### src/rtl/uart_irq_pkg.sv
package uart_irq_pkg;
  typedef enum logic [3:0] {
    IID_MSI  = 4'b0000,
    IID_NONE = 4'b0001,
    IID_THRE = 4'b0010,
    IID_RDA  = 4'b0100,
    IID_RLS  = 4'b0110,
    IID_BUSY = 4'b0111,
    IID_CTO  = 4'b1100
  } iid_e;

  typedef struct packed {
    logic rls;
    logic rda;
    logic cto;
    logic thre;
    logic msi;
    logic busy;
  } src_t;

  localparam int IEN_RX = 0;
  localparam int IEN_TX = 1;
  localparam int IEN_LS = 2;
  localparam int IEN_MS = 3;
  localparam int IEN_W  = 4;
  localparam int MSR_W  = 4;
endpackage

### src/rtl/uart_irq_timer.sv
module uart_irq_timer #(
  parameter int LVL_W      = 5,
  parameter int OVERSAMPLE = 16,
  parameter int TO_CHARS   = 4
) (
  input  logic             clk_i,
  input  logic             rst_ni,
  input  logic             fifo_en_i,
  input  logic [LVL_W-1:0] rx_level_i,
  input  logic             rx_push_i,
  input  logic             rbr_rd_i,
  input  logic             baud_tick_i,
  input  logic [1:0]       wlen_i,
  output logic             cto_o
);
  localparam int MAX_LIM = TO_CHARS * OVERSAMPLE * 10;
  localparam int CNT_W   = $clog2(MAX_LIM + 1);

  logic [CNT_W-1:0] cnt_q, limit;
  logic             cto_q, idle, armed;

  // start + data + stop, in oversample ticks, times the char count
  always_comb begin
    limit = CNT_W'(TO_CHARS * OVERSAMPLE * (int'(wlen_i) + 7));
    armed = fifo_en_i && (rx_level_i != '0);
    idle  = armed && !rx_push_i && !rbr_rd_i;
  end

  always_ff @(posedge clk_i or negedge rst_ni) begin
    if (!rst_ni) begin
      cnt_q <= '0;
    end else if (!idle || cto_q) begin
      cnt_q <= '0;
    end else if (baud_tick_i) begin
      cnt_q <= cnt_q + 1'b1;
    end
  end

  always_ff @(posedge clk_i or negedge rst_ni) begin
    if (!rst_ni) begin
      cto_q <= 1'b0;
    end else if (rbr_rd_i || !armed) begin
      cto_q <= 1'b0;
    end else if (idle && baud_tick_i && (cnt_q >= limit - CNT_W'(1))) begin
      cto_q <= 1'b1;
    end
  end

  assign cto_o = cto_q;
endmodule

### src/rtl/uart_irq_src.sv
module uart_irq_src
  import uart_irq_pkg::*;
#(
  parameter int LVL_W = 5
) (
  input  logic             clk_i,
  input  logic             rst_ni,
  input  logic             fifo_en_i,
  input  logic             thre_prog_i,
  input  logic             ls_err_i,
  input  logic [LVL_W-1:0] rx_level_i,
  input  logic [LVL_W-1:0] rx_trig_i,
  input  logic [LVL_W-1:0] tx_level_i,
  input  logic [LVL_W-1:0] tx_thresh_i,
  input  logic             thr_wr_i,
  input  logic [MSR_W-1:0] msr_delta_i,
  input  logic             lcr_wr_i,
  input  logic             busy_i,
  input  logic             lsr_rd_i,
  input  logic             iir_rd_i,
  input  logic             msr_rd_i,
  input  logic             usr_rd_i,
  input  logic             cto_i,
  input  iid_e             code_i,
  output src_t             pend_o
);
  logic rls_q, thre_q, msi_q, busy_q, tcond_q;
  logic tcond, trise, tclr, rda, any_delta;

  // one OR term per modem line
  logic [MSR_W-1:0] delta_or;
  for (genvar g = 0; g < MSR_W; g++) begin : g_delta
    if (g == 0) begin : g_first
      assign delta_or[g] = msr_delta_i[g];
    end else begin : g_rest
      assign delta_or[g] = delta_or[g-1] | msr_delta_i[g];
    end
  end
  assign any_delta = delta_or[MSR_W-1];

  always_comb begin
    if (fifo_en_i) rda = (rx_level_i != '0) && (rx_level_i >= rx_trig_i);
    else           rda = (rx_level_i != '0);
    if (fifo_en_i && thre_prog_i) tcond = (tx_level_i <= tx_thresh_i);
    else                          tcond = (tx_level_i == '0);
    trise = tcond && !tcond_q && !thr_wr_i;
    tclr  = thr_wr_i || !tcond || (iir_rd_i && (code_i == IID_THRE));
  end

  always_ff @(posedge clk_i or negedge rst_ni) begin
    if (!rst_ni) begin
      rls_q   <= 1'b0;
      thre_q  <= 1'b0;
      msi_q   <= 1'b0;
      busy_q  <= 1'b0;
      tcond_q <= 1'b1;
    end else begin
      rls_q   <= ls_err_i | (rls_q & ~lsr_rd_i);
      msi_q   <= any_delta | (msi_q & ~msr_rd_i);
      busy_q  <= (lcr_wr_i & busy_i) | (busy_q & ~usr_rd_i);
      thre_q  <= (thre_q & ~tclr) | trise;
      tcond_q <= tcond;
    end
  end

  always_comb begin
    pend_o.rls  = rls_q;
    pend_o.rda  = rda;
    pend_o.cto  = cto_i;
    pend_o.thre = thre_q;
    pend_o.msi  = msi_q;
    pend_o.busy = busy_q;
  end
endmodule

### src/rtl/uart_irq_enc.sv
module uart_irq_enc
  import uart_irq_pkg::*;
(
  input  src_t             pend_i,
  input  logic [IEN_W-1:0] ien_i,
  output iid_e             code_o,
  output logic             irq_o
);
  src_t act;

  always_comb begin
    act.rls  = pend_i.rls  & ien_i[IEN_LS];
    act.rda  = pend_i.rda  & ien_i[IEN_RX];
    act.cto  = pend_i.cto  & ien_i[IEN_RX];
    act.thre = pend_i.thre & ien_i[IEN_TX];
    act.msi  = pend_i.msi  & ien_i[IEN_MS];
    act.busy = pend_i.busy;
    irq_o    = |act;
    if      (act.rls)  code_o = IID_RLS;
    else if (act.rda)  code_o = IID_RDA;
    else if (act.cto)  code_o = IID_CTO;
    else if (act.thre) code_o = IID_THRE;
    else if (act.msi)  code_o = IID_MSI;
    else if (act.busy) code_o = IID_BUSY;
    else               code_o = IID_NONE;
  end
endmodule

### src/rtl/uart_irq_id.sv
module uart_irq_id
  import uart_irq_pkg::*;
#(
  parameter int LVL_W      = 5,
  parameter int OVERSAMPLE = 16,
  parameter int TO_CHARS   = 4
) (
  input  logic             clk_i,
  input  logic             rst_ni,
  input  logic             fifo_en_i,
  input  logic             thre_prog_i,
  input  logic [3:0]       ien_i,
  input  logic [1:0]       wlen_i,
  input  logic             baud_tick_i,
  input  logic             ls_err_i,
  input  logic [LVL_W-1:0] rx_level_i,
  input  logic [LVL_W-1:0] rx_trig_i,
  input  logic             rx_push_i,
  input  logic [LVL_W-1:0] tx_level_i,
  input  logic [LVL_W-1:0] tx_thresh_i,
  input  logic             thr_wr_i,
  input  logic [3:0]       msr_delta_i,
  input  logic             lcr_wr_i,
  input  logic             busy_i,
  input  logic             lsr_rd_i,
  input  logic             rbr_rd_i,
  input  logic             iir_rd_i,
  input  logic             msr_rd_i,
  input  logic             usr_rd_i,
  output logic             irq_o,
  output logic [3:0]       iid_o
);
  logic cto;
  src_t pend;
  iid_e code;

  uart_irq_timer #(
    .LVL_W(LVL_W), .OVERSAMPLE(OVERSAMPLE), .TO_CHARS(TO_CHARS)
  ) u_timer (
    .clk_i, .rst_ni, .fifo_en_i, .rx_level_i, .rx_push_i, .rbr_rd_i,
    .baud_tick_i, .wlen_i, .cto_o(cto)
  );

  uart_irq_src #(.LVL_W(LVL_W)) u_src (
    .clk_i, .rst_ni, .fifo_en_i, .thre_prog_i, .ls_err_i, .rx_level_i,
    .rx_trig_i, .tx_level_i, .tx_thresh_i, .thr_wr_i, .msr_delta_i,
    .lcr_wr_i, .busy_i, .lsr_rd_i, .iir_rd_i, .msr_rd_i, .usr_rd_i,
    .cto_i(cto), .code_i(code), .pend_o(pend)
  );

  uart_irq_enc u_enc (
    .pend_i(pend), .ien_i(ien_i), .code_o(code), .irq_o(irq_o)
  );

  assign iid_o = code;
endmodule

### config.mk
export PLATFORM = sky130hd
export DESIGN_NAME = uart_irq_id
export DESIGN_NICKNAME = d
export VERILOG_FILES = /design/src/rtl/uart_irq_pkg.sv /design/src/rtl/uart_irq_timer.sv /design/src/rtl/uart_irq_src.sv /design/src/rtl/uart_irq_enc.sv /design/src/rtl/uart_irq_id.sv
export SDC_FILE = /design/constraint.sdc
export NUM_CORES = 1
export LEC_CHECK = 0
export BUFFER_PORTS_ARGS = -buffer_cell sky130_fd_sc_hd__buf_4
export CELL_PAD_IN_SITES_DETAIL_PLACEMENT = 1
export CELL_PAD_IN_SITES_GLOBAL_PLACEMENT = 1
export CORE_UTILIZATION = 37
export CTS_CLUSTER_SIZE = 24
export DETAILED_ROUTE_END_ITERATION = 8
export GPL_TIMING_DRIVEN = 0
export PLACE_DENSITY_LB_ADDON = 0.3
export SLEW_MARGIN = 20
export SYNTH_ARGS = -nofsm -noshare
export SYNTH_HDL_FRONTEND = slang
export SYNTH_SLANG_ARGS = --single-unit
export TNS_END_PERCENT = 1
### constraint.sdc
create_clock -name clk_i -period 3.9 [get_ports clk_i]
set_clock_uncertainty 0.15 [all_clocks]
set_input_delay 0.39 -clock clk_i [delete_from_list [all_inputs] [get_ports clk_i]]
set_output_delay 0.39 -clock clk_i [all_outputs]
set_load 0.05 [all_outputs]
==> run summary, run 1 <==
• Post-Syn Area: 1250 µm²
• net switching power figure: 0.000118 W
• final core occ: 54.3%
• number of synthesis warnings: 0
• I/O pins: 50
• number of global-route vias before repair: 1298
• GR Overflow Total: 0
• Static Leakage: 0.854 nW
• Yosys top cell by area: sky130_fd_sc_hd__dfrtp_1
• startpoint kind of the worst setup timing path: input pin
• clock period minus worst slack: 2.78 ns
• Worst Tran Pin Value: 0.490 ns
• relative area change from synthesis to final layout: 36.2%
• number of antenna violations at the first check in global routing: 0
• Clk pwr share: 23.9%
• Post-layout nets: 263
• HPWL after detailed placement: 2.85 mm
• hold slack final: 0.126 ns
• GRT Total Usage: 20.6%
• register bit total from synthesis: 16
• final std cell area, no fill: 1700 µm²
• Switching Share: 30.5%
• fraction of the cycle the final worst path needs: 71.2%
• Die Footprint: 3600 µm²
• diodes inserted: 0
• critical path arrival: 2.24 ns
• most frequently used cell type in the post-synthesis netlist: sky130_fd_sc_hd__inv_1
• final setup fails: 0
• die boundary width: 60.0 µm
• max-cap violations: 0
• Inserted Clock Buffers: 3
• Site Rows: 20
• WHS Path Cells: 2
• VDD IR max: 0.179 mV
• CORE AREA: 3130 µm²
• Crit Reg-Reg Startpoint: u_src.rls_q
• final count of pins violating max slew: 0
• top cells by area, synth: sky130_fd_sc_hd__dfrtp_1 (30%), sky130_fd_sc_hd__ha_1 (17%), sky130_fd_sc_hd__inv_1 (6.0%), sky130_fd_sc_hd__nor2_1 (5.1%), sky130_fd_sc_hd__nand2_1 (4.5%)
• fraction of final layout cells with drive strength greater than 1: 29.0%
• Int Power: 0.000268 W
• CP endpoint kind: output pin
• proportion of synthesized chip area in sequential cells: 32.2%
• Reg2Reg Depth: 5
• vias: 1237
• count of mapped cells out of synthesis: 147
• hold worst-path end: u_src.rls_q
• sum of negative setup slack: 0 ns
• maximum number of pins on one net before global-route repair: 17
• synthesized area per cell: 8.48 µm²
• Yosys cell types: 38
• cell area power density: 227 nW/µm²
• top cells by count, synth: sky130_fd_sc_hd__inv_1 (20), sky130_fd_sc_hd__ha_1 (17), sky130_fd_sc_hd__nor2_1 (17)
• area of combinational cells with multiple inputs: 761 µm²
• proportion of netlist area held by the largest area contributor: 30.1%
• largest driver fanout on the critical path: 3
• share of async-settable or async-resettable flops after synthesis: 100%
• CTS max path bufs: 2
• die boundary height: 60.0 µm
• sequential share of power: 44.6%
• drt pass-1 iters: 4
• remaining max-slew budget at the tightest pin: 67.1%
• initial standard-cell utilization of the core: 39.8%
• worst reg-to-reg setup slack: 2.24 ns
• CP required: 3.36 ns
• clock latency of the later-clocked register in the worst-skew pair: 0.28 ns
• unrepaired setup endpoints after global routing: no
• Peak Freq: 360 MHz
• nets in the synthesized netlist: 209
• clk root buf: sky130_fd_sc_hd__clkbuf_4
• number of enable flip-flop cells after synthesis: 0
• ys flop type: sky130_fd_sc_hd__dfrtp_1
• Port Buf Inserts: 48
• critical path class: input pin to output pin
• Worst-path clk slew: 0.10 ns
• remaining design rule violation count: 0
• routed vias/inst: 5.07
• Placement Cell Area: 1660 µm²
• global-route wire length before repair: 5.46 mm
• reg-to-reg endpoint: u_src.thre_q
• deepest level of the CTS H-tree: 1
• fill cell count: 381
• number of hold violations in the final report: 0
• TritonCTS sink count: 16
• aggregate routed wire length: 3.36 mm
• iteration-0 DRC count of the detailed router: 34
• proportion of power drawn by combinational gates: 31.5%
• type of the most critical hold path: input pin to flop
• FF/Latch Area: 402 µm²
• status: finished clean
• clock tree from TritonCTS: yes
• routability congestion estimate: 0.757
• worst-case setup slack after placement: 1.11 ns
• average wire per cell in the routed design: 13.8 µm
• Final Worst Setup Slack: 1.12 ns
• worst hold path startpoint: ls_err_i
• post-route ant nets: 0
## critical path, cell delays in order
cell                       delay, ns
sky130_fd_sc_hd__buf_4          0.11
sky130_fd_sc_hd__ha_1           0.31
sky130_fd_sc_hd__a21oi_1        0.12
sky130_fd_sc_hd__o21ai_0        0.13
sky130_fd_sc_hd__a311oi_1       0.49
sky130_fd_sc_hd__nor2_2         0.12
sky130_fd_sc_hd__or3_1          0.36
sky130_fd_sc_hd__buf_4          0.20
## registers in the layout, summed over array words and instances (netlist names)
| name | count |
|---|---|
| u_src.busy_q | 1 |
| u_src.msi_q | 1 |
| u_src.rls_q | 1 |
| u_src.tcond_q | 1 |
| u_src.thre_q | 1 |
| u_timer.cnt_q | 10 |
| u_timer.cto_o | 1 |
## kinds of logic (layout without fill, tap and decap cells)
logic type,count (synthesis),after routing,synth area share (%)
AO/OA/AOI/OAI,24,24,13.4
AND/OR/NAND/NOR,56,56,22.1
multiplexers,1,1,0.803
adder cells (fa/ha/maj),17,17,17.1
XOR/XNOR,11,11,7.73
flip-flops,16,16,32.2
buffers and inverters,22,75,6.73
## power by group through the flow
stage | Combinational (W) | Sequential [W] | Clock [W]
final | 0.000122 | 0.000172 | 0.0000923
after global routing | 0.000135 | 0.000172 | 0.000104
after CTS | 0.000123 | 0.000172 | 0.0000978
after detailed placement | 0.000122 | 0.000175 | 0
after global placement | 0.000114 | 0.000175 | 0
after floorplan | 0.0000618 | 0.000175 | 0
## timing repair
| action | CTS | global route |
|---|---|---|
| endpoints found under the hold margin | 15 | 0 |
| setup buffers | 0 | 0 |
| hold buffers | 1 | 0 |
| resized for setup | 0 | 0 |
## layout make-up
type	count	area share, %
flip-flops and latches	16	23.7
plain buffers	2	0.516
well taps	44	3.24
inverters	20	4.42
clock buffers	4	1.55
repair buffers	49	21.8
multi-input cells	109	44.8
## stage by stage
step                std cells  total power (W)
detailed placement        239         0.000297
floorplan                 147         0.000236
CTS                       244         0.000393
global placement          239         0.000289
global route              244         0.000411
finish                    244         0.000386
## placed cells by master (no fill, tap or decap), types with 2 or more instances in the layout
| cell | count |
|---|---|
| sky130_fd_sc_hd__buf_4 | 48 |
| sky130_fd_sc_hd__inv_1 | 20 |
| sky130_fd_sc_hd__nor2_1 | 17 |
| sky130_fd_sc_hd__ha_1 | 17 |
| sky130_fd_sc_hd__nand2_1 | 15 |
| sky130_fd_sc_hd__dfrtp_1 | 15 |
| sky130_fd_sc_hd__o21ai_0 | 6 |
| sky130_fd_sc_hd__xor2_1 | 6 |
| sky130_fd_sc_hd__a21oi_1 | 5 |
| sky130_fd_sc_hd__xnor2_1 | 5 |
| sky130_fd_sc_hd__nand3_1 | 4 |
| sky130_fd_sc_hd__nand4_1 | 4 |
| sky130_fd_sc_hd__nor3_1 | 3 |
| sky130_fd_sc_hd__clkbuf_4 | 3 |
| sky130_fd_sc_hd__o22ai_1 | 2 |
| sky130_fd_sc_hd__nand2b_1 | 2 |
| sky130_fd_sc_hd__or4_1 | 2 |
| sky130_fd_sc_hd__nor4_1 | 2 |
| sky130_fd_sc_hd__clkbuf_1 | 2 |
## routing by layer
metal  GRT usage (%)  vias to the layer above  wire [µm]
met4            6.31                        0         50
met1            20.9                      584       1310
met2            40.6                       37       1800
met5               0                        -          0
li1                -                      610          -
met3            4.98                        6        196
## worst max-delay path by stage
stage               cells after the start  slack, ns        to     startpoint
global route                            8       1.02     irq_o  rx_level_i[2]
detailed placement                      8       1.11     irq_o  rx_level_i[2]
global placement                        8       1.22     irq_o  rx_level_i[2]
CTS                                     8       1.11     irq_o  rx_level_i[2]
finish                                  8       1.12     irq_o  rx_level_i[2]
floorplan                               7       1.34  iid_o[0]   rx_trig_i[2]
Note: power is estimated with default switching activity, not from simulation.
==> inputs of run 2 (changes only) <==
--- a/config.mk
+++ b/config.mk
@@ -8,7 +8,7 @@
 export BUFFER_PORTS_ARGS = -buffer_cell sky130_fd_sc_hd__buf_4
 export CELL_PAD_IN_SITES_DETAIL_PLACEMENT = 1
 export CELL_PAD_IN_SITES_GLOBAL_PLACEMENT = 1
-export CORE_UTILIZATION = 37
+export CORE_UTILIZATION = 34
 export CTS_CLUSTER_SIZE = 24
 export DETAILED_ROUTE_END_ITERATION = 8
 export GPL_TIMING_DRIVEN = 0
==> constraint.sdc (replaced) <==
create_clock -name clk_i -period 2.9 [get_ports clk_i]
set_clock_uncertainty 0.15 [all_clocks]
set_input_delay 0.29 -clock clk_i [delete_from_list [all_inputs] [get_ports clk_i]]
set_output_delay 0.29 -clock clk_i [all_outputs]
set_load 0.05 [all_outputs]
==> run summary, run 2 (synthesis gave the netlist of run 1 again) <==
• status: finished clean
• routability congestion estimate: 0.768
• critical path depth: 8
• number of global-route vias before repair: 1367
• number of hold violations in the final report: 0
• maximum number of pins on one net before global-route repair: 17
• initial standard-cell utilization of the core: 36.5%
• fill cell count: 432
• register with the most flip-flops: u_timer.cnt_q
• critical path startpoint: rx_level_i[2]
• Site Rows: 21
• clock tree from TritonCTS: yes
• worst-path cell with the longest stage delay: sky130_fd_sc_hd__a311oi_1
• GR Overflow Total: 0
• GRT Total Usage: 19.2%
• hold slack final: 0.0168 ns
• CP required: 2.46 ns
• Cell Count, Final, Fillers Out: 246
• CTS max path bufs: 2
• HPWL after detailed placement: 2.91 mm
• sum of negative setup slack: 0 ns
• max-cap violations: 0
• drt pass-1 iters: 4
• fraction of final layout cells with drive strength greater than 1: 29.0%
• aggregate routed wire length: 3.50 mm
• final setup fails: 0
• CORE AREA: 3420 µm²
• final std cell area, no fill: 1700 µm²
• worst reg-to-reg setup slack: 1.26 ns
• die boundary width: 62.5 µm
• Worst Tran Pin Value: 0.463 ns
• unrepaired setup endpoints after global routing: no
• Post-layout nets: 263
• Die Footprint: 3910 µm²
• Static Leakage: 0.854 nW
• Placement Cell Area: 1660 µm²
• startpoint kind of the worst setup timing path: input pin
• clk root buf: sky130_fd_sc_hd__clkbuf_4
• reg-to-reg endpoint: u_src.thre_q
• relative area change from synthesis to final layout: 36.4%
• final count of pins violating max slew: 0
• average wire per cell in the routed design: 14.2 µm
• critical path class: input pin to output pin
• CP endpoint kind: output pin
• clock period minus worst slack: 2.55 ns
• Port Buf Inserts: 48
• number of buffers and inverters on the critical path: 2
• fraction of the cycle the final worst path needs: 88.0%
• I/O pins: 50
• worst-case setup slack after placement: 0.321 ns
• number of flip-flops in the largest register: 10
• Crit Reg-Reg Startpoint: u_src.rls_q
• most frequent standard cell in the layout excluding fill and tap cells: sky130_fd_sc_hd__buf_4
• cell breakdown of the critical path: buf_4 > ha_1 > a21oi_1 > o21ai_0 > a311oi_1 > nor2_2 > or3_1 > buf_4
• Final Worst Setup Slack: 0.349 ns
• critical path arrival: 2.11 ns
• routed vias/inst: 5.02
• remaining max-slew budget at the tightest pin: 68.9%
• Critical Path Max Stage Delay: 0.47 ns
• critical path endpoint: irq_o
• deepest level of the CTS H-tree: 1
• post-route ant nets: 0
• vias: 1235
• library cell appearing most often on the critical path: sky130_fd_sc_hd__buf_4
• crit-path leading delay family: compound AO/OA/AOI/OAI gates
• clock latency of the later-clocked register in the worst-skew pair: 0.30 ns
• Peak Freq: 392 MHz
• Worst-path clk slew: 0.10 ns
• cell area power density: 307 nW/µm²
• leading cell types in the layout, fill and taps excluded: sky130_fd_sc_hd__buf_4 (48), sky130_fd_sc_hd__inv_1 (20), sky130_fd_sc_hd__nor2_1 (17), sky130_fd_sc_hd__ha_1 (17)
• Inserted Clock Buffers: 3
• die boundary height: 62.5 µm
• diodes inserted: 0
• # placed instances: 241
• largest driver fanout on the critical path: 3
• remaining design rule violation count: 0
• Reg2Reg Depth: 5
• global-route wire length before repair: 5.99 mm
• TritonCTS sink count: 16
• VDD IR max: 0.166 mV
• type of the most critical hold path: input pin to flop
• iteration-0 DRC count of the detailed router: 15
• number of antenna violations at the first check in global routing: 0
## run 2: final cells by class
| cell class | instances | area, µm² | share of cell area (%) |
|---|---|---|---|
| clock buffers | 4 | 26.3 | 1.55 |
| multi-input cells | 109 | 761 | 44.7 |
| repair buffers | 49 | 370 | 21.8 |
| plain buffers | 2 | 8.76 | 0.515 |
| flip-flops and latches | 16 | 402 | 23.6 |
| well taps | 46 | 57.6 | 3.38 |
| inverters | 20 | 75.1 | 4.42 |
## run 2: through the flow
step                      util (%)  total power [W]
after floorplan                  -         0.000318
after global placement        48.7         0.000389
after detailed placement      48.7         0.000399
after CTS                     49.8         0.000529
after global routing          49.8         0.000548
final                         49.8         0.000523
## run 2: power by group
part	switching, W	total (W)	internal [W]
Sequential	0.00000330	0.000232	0.000228
Clock	0.0000750	0.000129	0.0000537
Combinational	0.0000830	0.000162	0.0000794
## run 2: worst reg2reg max path, stage by stage (launching register included)
cell and delay (ns):
sky130_fd_sc_hd__dfrtp_1 0.41, sky130_fd_sc_hd__nand2_1 0.16, sky130_fd_sc_hd__nand2_1 0.07, sky130_fd_sc_hd__a311oi_1 0.39
sky130_fd_sc_hd__nor2_2 0.10, sky130_fd_sc_hd__o211a_1 0.24
## run 2: how the worst min path moves through the flow
stage | endpoint | from | cells past startpoint
finish | u_src.rls_q | ls_err_i | 2
global route | u_src.msi_q | msr_rd_i | 2
CTS | u_src.rls_q | ls_err_i | 2
detailed placement | u_src.thre_q | rst_ni | 1
global placement | u_src.thre_q | rst_ni | 1
floorplan | u_src.busy_q | rst_ni | 0
## run 2: metal layers
layer	track usage (%)	vias to the layer above	part of all wire, %
met4	7.85	0	2.0
met2	38.2	34	56
met5	0	-	0
met3	2.19	7	4.1
li1	-	609	-
met1	19.9	585	37
## run 2: what timing repair did
action / in CTS / in global routing
endpoints found under the hold margin: 16 / 0
resized for setup: 0 / 0
hold buffers: 1 / 0
endpoints found under the setup margin: 0 / 0
buffers inserted: 0 / 0
==> inputs of run 3 (changes only) <==
--- a/config.mk
+++ b/config.mk
@@ -5,10 +5,11 @@
 export SDC_FILE = /design/constraint.sdc
 export NUM_CORES = 1
 export LEC_CHECK = 0
+export ABC_AREA = 1
 export BUFFER_PORTS_ARGS = -buffer_cell sky130_fd_sc_hd__buf_4
 export CELL_PAD_IN_SITES_DETAIL_PLACEMENT = 1
 export CELL_PAD_IN_SITES_GLOBAL_PLACEMENT = 1
-export CORE_UTILIZATION = 34
+export CORE_UTILIZATION = 33
 export CTS_CLUSTER_SIZE = 24
 export DETAILED_ROUTE_END_ITERATION = 8
 export GPL_TIMING_DRIVEN = 0
==> run summary, run 3 <==
• worst reg-to-reg setup slack: 1.33 ns
• Worst Tran Pin Value: 0.222 ns
• die boundary height: 64.5 µm
• Reg2Reg Depth: 8
• vias: 1311
• top cells by count, synth: sky130_fd_sc_hd__nand2_1 (45), sky130_fd_sc_hd__inv_1 (31), sky130_fd_sc_hd__nor2_1 (19)
• Static Leakage: 1.00 nW
• number of antenna violations at the first check in global routing: 0
• I/O pins: 50
• initial standard-cell utilization of the core: 34.9%
• proportion of netlist area held by the largest area contributor: 29.2%
• nets in the synthesized netlist: 241
• Peak Freq: 516 MHz
• most frequently used cell type in the post-synthesis netlist: sky130_fd_sc_hd__nand2_1
• # placed instances: 276
• cell area power density: 317 nW/µm²
• Site Rows: 22
• unrepaired setup endpoints after global routing: no
• Yosys cell types: 27
• Port Buf Inserts: 49
• routability congestion estimate: 0.720
• die boundary width: 64.5 µm
• Crit Reg-Reg Startpoint: u_timer.cnt_q[0]
• worst-case setup slack after placement: 0.936 ns
• count of mapped cells out of synthesis: 179
• sum of negative setup slack: 0 ns
• number of hold violations in the final report: 0
• clk root buf: sky130_fd_sc_hd__clkbuf_8
• CP required: 2.46 ns
• largest driver fanout on the critical path: 3
• fraction of final layout cells with drive strength greater than 1: 27.5%
• drt pass-1 iters: 4
• register bit total from synthesis: 16
• remaining design rule violation count: 0
• diodes inserted: 0
• HPWL after detailed placement: 2.58 mm
• aggregate routed wire length: 3.00 mm
• VDD IR max: 0.279 mV
• iteration-0 DRC count of the detailed router: 43
• Final Worst Setup Slack: 0.960 ns
• hold slack final: 0.0641 ns
• Worst-path clk slew: 0.06 ns
• number of flip-flops in the largest register: 10
• number of synthesis warnings: 0
• startpoint kind of the worst setup timing path: input pin
• deepest level of the CTS H-tree: 1
• share of async-settable or async-resettable flops after synthesis: 100%
• synthesized area per cell: 7.19 µm²
• ys flop type: sky130_fd_sc_hd__dfrtp_1
• critical path arrival: 1.50 ns
• top cells by area, synth: sky130_fd_sc_hd__dfrtp_1 (29%), sky130_fd_sc_hd__ha_1 (17%), sky130_fd_sc_hd__nand2_1 (13%), sky130_fd_sc_hd__inv_1 (9.0%), sky130_fd_sc_hd__nor2_1 (5.5%)
• maximum number of pins on one net before global-route repair: 17
• worst hold path startpoint: lsr_rd_i
• reg-to-reg endpoint: u_timer.cnt_q[8]
• CP endpoint kind: output pin
• type of the most critical hold path: input pin to flop
• Cell Count, Final, Fillers Out: 281
• relative area change from synthesis to final layout: 37.5%
• register with the most flip-flops: u_timer.cnt_q
• CORE AREA: 3690 µm²
• status: finished clean
• max-cap violations: 0
• clock period minus worst slack: 1.94 ns
• remaining max-slew budget at the tightest pin: 85.1%
• post-route ant nets: 0
• Post-layout nets: 296
• final count of pins violating max slew: 0
• proportion of synthesized chip area in sequential cells: 31.2%
• fill cell count: 494
• GRT Total Usage: 16.5%
• GR Overflow Total: 0
• average wire per cell in the routed design: 10.7 µm
• Yosys top cell by area: sky130_fd_sc_hd__dfrtp_1
• CTS max path bufs: 2
• critical path startpoint: rx_level_i[4]
• final setup fails: 0
• global-route wire length before repair: 5.42 mm
• Post-Syn Area: 1290 µm²
• number of global-route vias before repair: 1398
• critical path endpoint: irq_o
• critical path class: input pin to output pin
• leading cell types in the layout, fill and taps excluded: sky130_fd_sc_hd__buf_4 (49), sky130_fd_sc_hd__nand2_1 (45), sky130_fd_sc_hd__inv_1 (31)
• TritonCTS sink count: 16
• clock tree from TritonCTS: yes
• final core occ: 48.0%
• fraction of the cycle the final worst path needs: 66.9%
• most frequent standard cell in the layout excluding fill and tap cells: sky130_fd_sc_hd__buf_4
• routed vias/inst: 4.67
• Inserted Clock Buffers: 3
• Die Footprint: 4160 µm²
• number of enable flip-flop cells after synthesis: 0
• clock latency of the later-clocked register in the worst-skew pair: 0.26 ns
[run 3: repair_timing]
action                                 CTS  global route
resized for setup                        0             0
hold buffers                             1             0
setup buffers                            0             0
endpoints found under the hold margin   16             0
[run 3: stage by stage]
step                      power [W]  instance area [µm²]
after floorplan            0.000315                 1290
after global placement     0.000388                 1720
after detailed placement   0.000392                 1720
after CTS                  0.000570                 1770
after global routing       0.000601                 1770
final                      0.000562                 1770
[run 3: worst min-delay path by stage]
stage / to / cells past startpoint
after floorplan: u_src.busy_q / 0
after global placement: u_timer.cnt_q[6] / 1
after detailed placement: u_timer.cnt_q[8] / 1
after CTS: u_src.rls_q / 2
after global routing: u_src.rls_q / 2
final: u_src.rls_q / 2
[run 3: worst max-delay path, stage by stage]
cell and delay (ns):
sky130_fd_sc_hd__buf_4 0.11, sky130_fd_sc_hd__ha_1 0.29, sky130_fd_sc_hd__nand2_1 0.10, sky130_fd_sc_hd__inv_1 0.04, sky130_fd_sc_hd__nand2_1 0.06, sky130_fd_sc_hd__nand3_1 0.07, sky130_fd_sc_hd__nand2_1 0.08, sky130_fd_sc_hd__nand2_1 0.08
sky130_fd_sc_hd__nor2_1 0.13, sky130_fd_sc_hd__nand2_1 0.06, sky130_fd_sc_hd__buf_4 0.19
[run 3: cell families after synthesis]
group / count (synthesis) / synth area share (%)
AND/OR/NAND/NOR: 89 / 31.4
buffers and inverters: 33 / 9.62
AO/OA/AOI/OAI: 20 / 8.55
adder cells (fa/ha/maj): 17 / 16.5
flip-flops: 16 / 31.2
XOR/XNOR: 4 / 2.72
[run 3: area by class of cell]
| cell class | instances | area (µm²) | share of cell area, % |
|---|---|---|---|
| Timing Repair Buffer | 50 | 378 | 21.3 |
| Clock buffer | 4 | 45.0 | 2.54 |
| Sequential cell | 16 | 402 | 22.7 |
| Multi-Input combinational cell | 130 | 762 | 43.0 |
| Inverter | 33 | 124 | 7.00 |
| Tap cell | 48 | 60.1 | 3.39 |
[run 3: where the power goes]
part           total [W]  internal [W]  switching [W]
registers       0.000231      0.000229     0.00000273
clock network   0.000176     0.0000976      0.0000785
logic           0.000155     0.0000747      0.0000799
[run 3: per-layer routing]
layer,track usage (%),vias to the layer above,wire length (µm)
met3,4.40,2,173
met5,0,-,0
met1,18.5,606,1250
li1,-,673,-
met2,31.7,30,1570
met4,1.67,0,10
